===== src/rtl/dpc_pkg.sv =====
package dpc_pkg;

    localparam int MIN_COL_BITS = 8;

    typedef enum logic [2:0] {
        ST_IDLE = 3'd0,
        ST_PRE  = 3'd1,
        ST_ROW  = 3'd2,
        ST_COL1 = 3'd3,
        ST_WAIT = 3'd4,
        ST_COL2 = 3'd5
    } dpc_state_e;

    typedef struct packed {
        logic row_act;   // row strobe active
        logic cas_act;   // column strobes may be active
        logic col_ph;    // address mux shows the column
        logic wr_ph;     // write enable / data drive window
        logic row_ph;    // address mux shows the row
    } dpc_strobe_t;

    function automatic dpc_strobe_t phase_strobes(dpc_state_e st);
        dpc_strobe_t s;
        s = '0;
        case (st)
            ST_PRE:  s.row_ph = 1'b1;
            ST_ROW:  begin s.row_ph = 1'b1; s.row_act = 1'b1; end
            ST_COL1: begin s.row_act = 1'b1; s.col_ph = 1'b1; s.wr_ph = 1'b1; end
            ST_WAIT,
            ST_COL2: begin
                s.row_act = 1'b1; s.cas_act = 1'b1;
                s.col_ph = 1'b1; s.wr_ph = 1'b1;
            end
            default: s = '0;
        endcase
        return s;
    endfunction

    function automatic logic [3:0] col_bits(logic [1:0] sel);
        return 4'(MIN_COL_BITS) + {2'b00, sel};
    endfunction

endpackage


===== src/rtl/dpc_addr_split.sv =====
module dpc_addr_split
    import dpc_pkg::*;
#(
    parameter int AW  = 24,
    parameter int MAW = 12
) (
    input  logic [AW-1:0]  addr,
    input  logic           bus16,
    input  logic [1:0]     col_sel,
    output logic [AW-1:0]  row,
    output logic [MAW-1:0] col
);
    logic [AW-1:0] shifted;
    logic [AW-1:0] mask;
    logic [AW-1:0] col_full;
    logic [3:0]    cb;

    always_comb begin
        cb       = col_bits(col_sel);
        shifted  = bus16 ? (addr >> 1) : addr;
        mask     = (AW'(1) << cb) - AW'(1);
        col_full = shifted & mask;
        row      = shifted >> cb;
        col      = col_full[MAW-1:0];
    end
endmodule


===== src/rtl/dpc_row_track.sv =====
module dpc_row_track #(
    parameter int AW = 24
) (
    input  logic          clk,
    input  logic          rst,
    input  logic          open_set,
    input  logic          open_clr,
    input  logic [AW-1:0] row_in,
    input  logic [AW-1:0] cmp_row,
    output logic          hit
);
    logic          open_vld;
    logic [AW-1:0] open_row;

    always_ff @(posedge clk) begin
        if (rst) begin
            open_vld <= 1'b0;
            open_row <= '0;
        end else if (open_clr) begin
            open_vld <= 1'b0;
        end else if (open_set) begin
            open_vld <= 1'b1;
            open_row <= row_in;
        end
    end

    assign hit = open_vld && (cmp_row == open_row);
endmodule


===== src/rtl/dpc_seq.sv =====
module dpc_seq
    import dpc_pkg::*;
#(
    parameter int WAITW = 2
) (
    input  logic             clk,
    input  logic             rst,
    input  logic             acc,
    input  logic             burst_hit,
    input  logic [WAITW-1:0] wait_in,
    output dpc_state_e       state,
    output logic             ready,
    output logic             open_set,
    output logic             open_clr
);
    dpc_state_e       nxt;
    logic [WAITW-1:0] wcnt;

    always_comb begin
        ready    = (state == ST_IDLE) || (state == ST_COL2);
        open_set = (state == ST_ROW);
        open_clr = (state == ST_COL2) && !(acc && burst_hit);
        nxt      = state;
        case (state)
            ST_IDLE: if (acc) nxt = ST_PRE;
            ST_PRE:  nxt = ST_ROW;
            ST_ROW:  nxt = ST_COL1;
            ST_COL1: nxt = (wcnt != '0) ? ST_WAIT : ST_COL2;
            ST_WAIT: if (wcnt == WAITW'(1)) nxt = ST_COL2;
            ST_COL2: begin
                if (!acc)          nxt = ST_IDLE;
                else if (burst_hit) nxt = ST_COL1;
                else               nxt = ST_PRE;
            end
            default: nxt = ST_IDLE;
        endcase
    end

    always_ff @(posedge clk) begin
        if (rst) begin
            state <= ST_IDLE;
            wcnt  <= '0;
        end else begin
            state <= nxt;
            if (acc)
                wcnt <= wait_in;
            else if (state == ST_WAIT)
                wcnt <= wcnt - WAITW'(1);
        end
    end
endmodule


===== src/rtl/dram_page_ctrl.sv =====
module dram_page_ctrl
    import dpc_pkg::*;
#(
    parameter int AW    = 24,
    parameter int DW    = 16,
    parameter int MAW   = 12,
    parameter int WAITW = 2
) (
    input  logic             clk,
    input  logic             rst,
    input  logic             cfg_burst_en,
    input  logic [1:0]       cfg_col_sel,
    input  logic             cfg_bus16,
    input  logic             req_valid,
    output logic             req_ready,
    input  logic [AW-1:0]    req_addr,
    input  logic             req_write,
    input  logic [1:0]       req_be,
    input  logic [DW-1:0]    req_wdata,
    input  logic [WAITW-1:0] req_wait,
    output logic             ras_n,
    output logic             ucas_n,
    output logic             lcas_n,
    output logic             we_n,
    output logic [MAW-1:0]   ma,
    output logic [DW-1:0]    dq_o,
    output logic             dq_oe,
    input  logic [DW-1:0]    dq_i,
    output logic [DW-1:0]    rdata,
    output logic             done
);
    dpc_state_e     state;
    dpc_strobe_t    stb;
    logic           acc, row_hit, burst_hit, open_set, open_clr;
    logic [AW-1:0]  nxt_row, cur_row;
    logic [MAW-1:0] nxt_col, cur_col;
    logic           cur_write;
    logic [1:0]     cur_be;
    logic [DW-1:0]  cur_wdata;

    dpc_addr_split #(.AW(AW), .MAW(MAW)) u_split (
        .addr    (req_addr),
        .bus16   (cfg_bus16),
        .col_sel (cfg_col_sel),
        .row     (nxt_row),
        .col     (nxt_col)
    );

    dpc_row_track #(.AW(AW)) u_track (
        .clk      (clk),
        .rst      (rst),
        .open_set (open_set),
        .open_clr (open_clr),
        .row_in   (cur_row),
        .cmp_row  (nxt_row),
        .hit      (row_hit)
    );

    assign acc       = req_valid && req_ready;
    assign burst_hit = cfg_burst_en && row_hit;

    dpc_seq #(.WAITW(WAITW)) u_seq (
        .clk       (clk),
        .rst       (rst),
        .acc       (acc),
        .burst_hit (burst_hit),
        .wait_in   (req_wait),
        .state     (state),
        .ready     (req_ready),
        .open_set  (open_set),
        .open_clr  (open_clr)
    );

    always_ff @(posedge clk) begin
        if (rst) begin
            cur_row   <= '0;
            cur_col   <= '0;
            cur_write <= 1'b0;
            cur_be    <= '0;
            cur_wdata <= '0;
            rdata     <= '0;
            done      <= 1'b0;
        end else begin
            if (acc) begin
                cur_row   <= nxt_row;
                cur_col   <= nxt_col;
                cur_write <= req_write;
                cur_be    <= req_be;
                cur_wdata <= req_wdata;
            end
            done <= (state == ST_COL2);
            if (state == ST_COL2 && !cur_write)
                rdata <= dq_i;
        end
    end

    always_comb begin
        stb    = phase_strobes(state);
        ras_n  = !stb.row_act;
        ucas_n = !(stb.cas_act && cfg_bus16 && cur_be[1]);
        lcas_n = !(stb.cas_act && (!cfg_bus16 || cur_be[0]));
        we_n   = !(stb.wr_ph && cur_write);
        dq_oe  = stb.wr_ph && cur_write;
        dq_o   = cur_wdata;
        if (stb.col_ph)
            ma = cur_col;
        else if (stb.row_ph)
            ma = cur_row[MAW-1:0];
        else
            ma = '0;
    end
endmodule


===== config.mk =====
export PLATFORM = sky130hd
export DESIGN_NAME = dram_page_ctrl
export DESIGN_NICKNAME = d
export VERILOG_FILES = /design/src/rtl/dpc_pkg.sv /design/src/rtl/dpc_addr_split.sv /design/src/rtl/dpc_row_track.sv /design/src/rtl/dpc_seq.sv /design/src/rtl/dram_page_ctrl.sv
export SDC_FILE = /design/constraint.sdc
export NUM_CORES = 1
export LEC_CHECK = 0
export CORE_MARGIN = 1.5
export CORE_UTILIZATION = 48
export DETAILED_ROUTE_END_ITERATION = 8
export PLACE_DENSITY_LB_ADDON = 0.12
export SYNTH_ARGS = -nofsm -noshare
export SYNTH_HDL_FRONTEND = slang
export SYNTH_SLANG_ARGS = --single-unit

===== constraint.sdc =====
create_clock -name clk -period 3.4 [get_ports clk]
set_input_delay 1.02 -clock clk [delete_from_list [all_inputs] [get_ports clk]]
set_output_delay 1.02 -clock clk [all_outputs]
set_load 0.1 [all_outputs]

==> results.toml, run 1 <==
[floorplan]
initial_utilization_pct = 49.2
rows = 34
die_area_sq_um = 9420
chipHeight_microns = 97.0
coreArea_sq_um = 8640
die_w_microns = 97.0
boundaryPins = 119

[final_layout]
register_area_sq_um = 1720
drive_gt1_share_pct = 23.2
nets = 732
multi_input_area_sq_um = 2410
diodes = 0
syn2layout_area_growth_pct = 45.3
fin_cells = 773
final.fill_count = 690

[pwr]
p_leak_nw = 2.43
ir_drop_v = 0.000319
powerDensity_nw_per_um2 = 624

[synthesis]
ys_seq_area_share_pct = 40.6
synth_compound_area_share_pct = 20.1
synth_edf_count = 0
synthTopCellsByCount = "nand2_1 (140), dfxtp_1 (86), a21oi_1 (64)"
synth_mux_area_share_pct = 9.55
syn_area_per_cell_sq_um = 8.09
synth_top_area_share_pct = 40.6
yosysMostFrequentCell = "nand2_1"
ys_top_cells_by_area = "dfxtp_1 (41%), nand2_1 (12%), a21oi_1 (7.5%)"
synth_top_family_by_area = "simple AND/OR/NAND/NOR gates"
yosys.area.top_type = "dfxtp_1"
synthAdderAreaFrac_pct = 1.18
synth_area_sq_um = 4250
syn_inst = 525
ys_warn_count = 0
ys_ff_latch = 86
async_flop_share_pct = 0
synth_fp_nets = 597
synthSimpleGateAreaFrac_pct = 20.2
yosysUniqueCellTypes = 52
synth_ff_type = "dfxtp_1"
synth_xor_area_share_pct = 3.51

[flow_run]
max_cap_viol_count = 0

[setup_path]
cp-start-kind = "primary input"
crit_path_end_kind = "flop"
critPathMaxFanout = 9
path_class = "primary input to flop"
worstPathArrival_ns = 3.61
ff2ff_path_depth = 7
cp.required_ns = 3.67
r2r_slack_ns = 0.74

[global_routing]
first_global_vias = 4045
grt_pass1_wl_microns = 19000
grt_max_degree = 62
antenna_found_initial = 0
gr-total-overflow = 0
grt_usage_pct = 24.6

[timing]
rsz0062_at_grt = "false"
fin_skew_ns = 0.00866
hold_viol = 0
clock.fmax_mhz = 299
relSlewSlack_pct = 30.8
setup_violations = 0
fin_ws_ns = 0.0548
tightest_slew_ns = 1.03
timing.final.max_slew_violations = 0
min_period_ns = 3.35
fin_crit_sh_pct = 98.4

[clock_tree]
cts-root-buf = "clkbuf_8"
h-tree-depth = 3
clkTransAtPathRegs_ns = 0.09
worstSkewPairLatency_ns = 0.36
clockBufferDepth = 2
cts_tree = "built"
cts.sinks = 86
hold_buffers = 0
cts_buffers = 9

[routing]
drt_pass1_iterations = 5
vias = 4215
ant_nets = 0
drc = 0
wirelength_microns = 11800
vias_per_cell = 5.45
wl_per_cell_microns = 15.2
drtIter0Drc = 206

[worst_hold_path]
hold_class = "flop to flop"
min_path_cells = 2

[outcome]
status = "finished clean"

[place]
io_buffers = 118
pre_cts_ws_ns = -0.418
place_hpwl_microns = 8350
place_inst = 753
gp_congestion = 0.836
-- cells by family (layout without fill, tap and decap cells) --
family                     after synthesis  in the layout
AOI/OAI and AO/OA                      133            133
xor gates and xnor gates                17             17
adders and majority gates                4              4
buffers and inverters                   49            189
DFF                                     86             86
muxes                                   30             30
and+or+nand+nor                        206            206
-- layer usage --
layer | vias to the layer above | track usage [%] | wire, microns
met2 | 129 | 42.5 | 5920
li1 | 2093 | - | -
met5 | - | 0 | 0
met1 | 1978 | 30.4 | 5070
met4 | 0 | 7.25 | 192
met3 | 15 | 5.64 | 579
-- per-stage QoR --
stage	util (%)	setup TNS, ns	hold slack, ns	power, mW	cell area, sq um
final	71.4	0	0.455	3.85	6170
after global routing	71.4	0	0.474	4.03	6170
after CTS	71.0	0	0.456	3.85	6130
after detailed placement	68.0	-0.662	0.444	3.10	5880
after global placement	68.0	-0.536	0.438	3.07	5880
after floorplan	-	-0.499	0.432	2.51	4310
-- timing repair --
action / 4_1_cts / 5_1_grt
buffers inserted: 3 / 0
pin swaps: 0 / 1
gates resized for setup: 2 / 10
endpoints found under the setup margin: 1 / 1
gates cloned: 1 / 0
endpoints found under the hold margin: 0 / 0
-- cell type report --
type,instances,area share (%)
Inverter,8,0.548
Sequential cell,86,27.9
Tap cell,108,2.19
Clock buffer,9,2.01
Clock inverter,7,1.26
Timing Repair Buffer,165,27.0
Multi-Input combinational cell,390,39.0
-- power by group --
part,switching [mW],internal (mW),total (mW)
logic,1.21,0.630,1.84
registers,0.123,1.15,1.27
clock network,0.389,0.350,0.740
-- state kept, by name (all words and copies together), names as in the netlist --
signal,cells
cur_be,2
cur_write,1
u_seq.wcnt,2
rdata,16
u_track.open_vld,1
u_seq.state,3
done,1
u_track.open_row,16
cur_row,16
dq_o,16
cur_col,12
-- layout by cell type (no fill, tap or decap), types with 2 or more instances in the layout --
| cell type | synthesis | layout |
|---|---|---|
| a211oi_1 | 21 | 21 |
| a21oi_1 | 64 | 64 |
| a22o_1 | 2 | 2 |
| a22oi_1 | 19 | 19 |
| and2_1 | 4 | 3 |
| buf_12 | 0 | 19 |
| buf_4 | 0 | 77 |
| clkbuf_8 | 0 | 9 |
| clkdlybuf4s50_1 | 0 | 65 |
| clkinv_2 | 0 | 2 |
| dfxtp_1 | 86 | 86 |
| ha_1 | 4 | 4 |
| inv_1 | 7 | 6 |
| inv_6 | 0 | 3 |
| mux2i_1 | 21 | 18 |
| mux2i_2 | 0 | 3 |
| mux2i_4 | 3 | 3 |
| mux4_2 | 5 | 5 |
| nand2_1 | 140 | 140 |
| nand3_1 | 5 | 5 |
| nand4_1 | 2 | 2 |
| nor2_1 | 34 | 33 |
| nor2_2 | 2 | 3 |
| nor2b_1 | 3 | 3 |
| nor3_1 | 6 | 4 |
| nor3_2 | 0 | 2 |
| o21ai_1 | 2 | 3 |
| o21ai_2 | 0 | 3 |
| o22ai_2 | 0 | 8 |
| xnor2_1 | 7 | 7 |
| xor2_1 | 10 | 10 |
-- worst max-delay path: stages --
cell             delay, ns
clkdlybuf4s50_1       0.39
buf_4                 0.17
nor2b_1               0.14
a22o_1                0.21
a221o_2               0.34
xnor2_1               0.13
or4_1                 0.49
or4_4                 0.44
a311oi_2              0.28
-- worst paths after layout --
path | start | to
worst max-delay path | cfg_col_sel[1] | u_track.open_vld
worst min-delay path | cur_row[12] | u_track.open_row[12]
worst max register to register | u_seq.state[2] | u_track.open_vld
worst min register to register | cur_row[12] | u_track.open_row[12]
No activity file was read; power rests on OpenSTA's default activity.
==> inputs of run 2 (changes only) <==
--- a/config.mk
+++ b/config.mk
@@ -9,6 +9,7 @@
 export CORE_UTILIZATION = 48
 export DETAILED_ROUTE_END_ITERATION = 8
 export PLACE_DENSITY_LB_ADDON = 0.12
+export SLEW_MARGIN = 20
 export SYNTH_ARGS = -nofsm -noshare
 export SYNTH_HDL_FRONTEND = slang
 export SYNTH_SLANG_ARGS = --single-unit
==> results of run 2 <==
No change in the layout: final DEF, timing and power equal those of run 1.
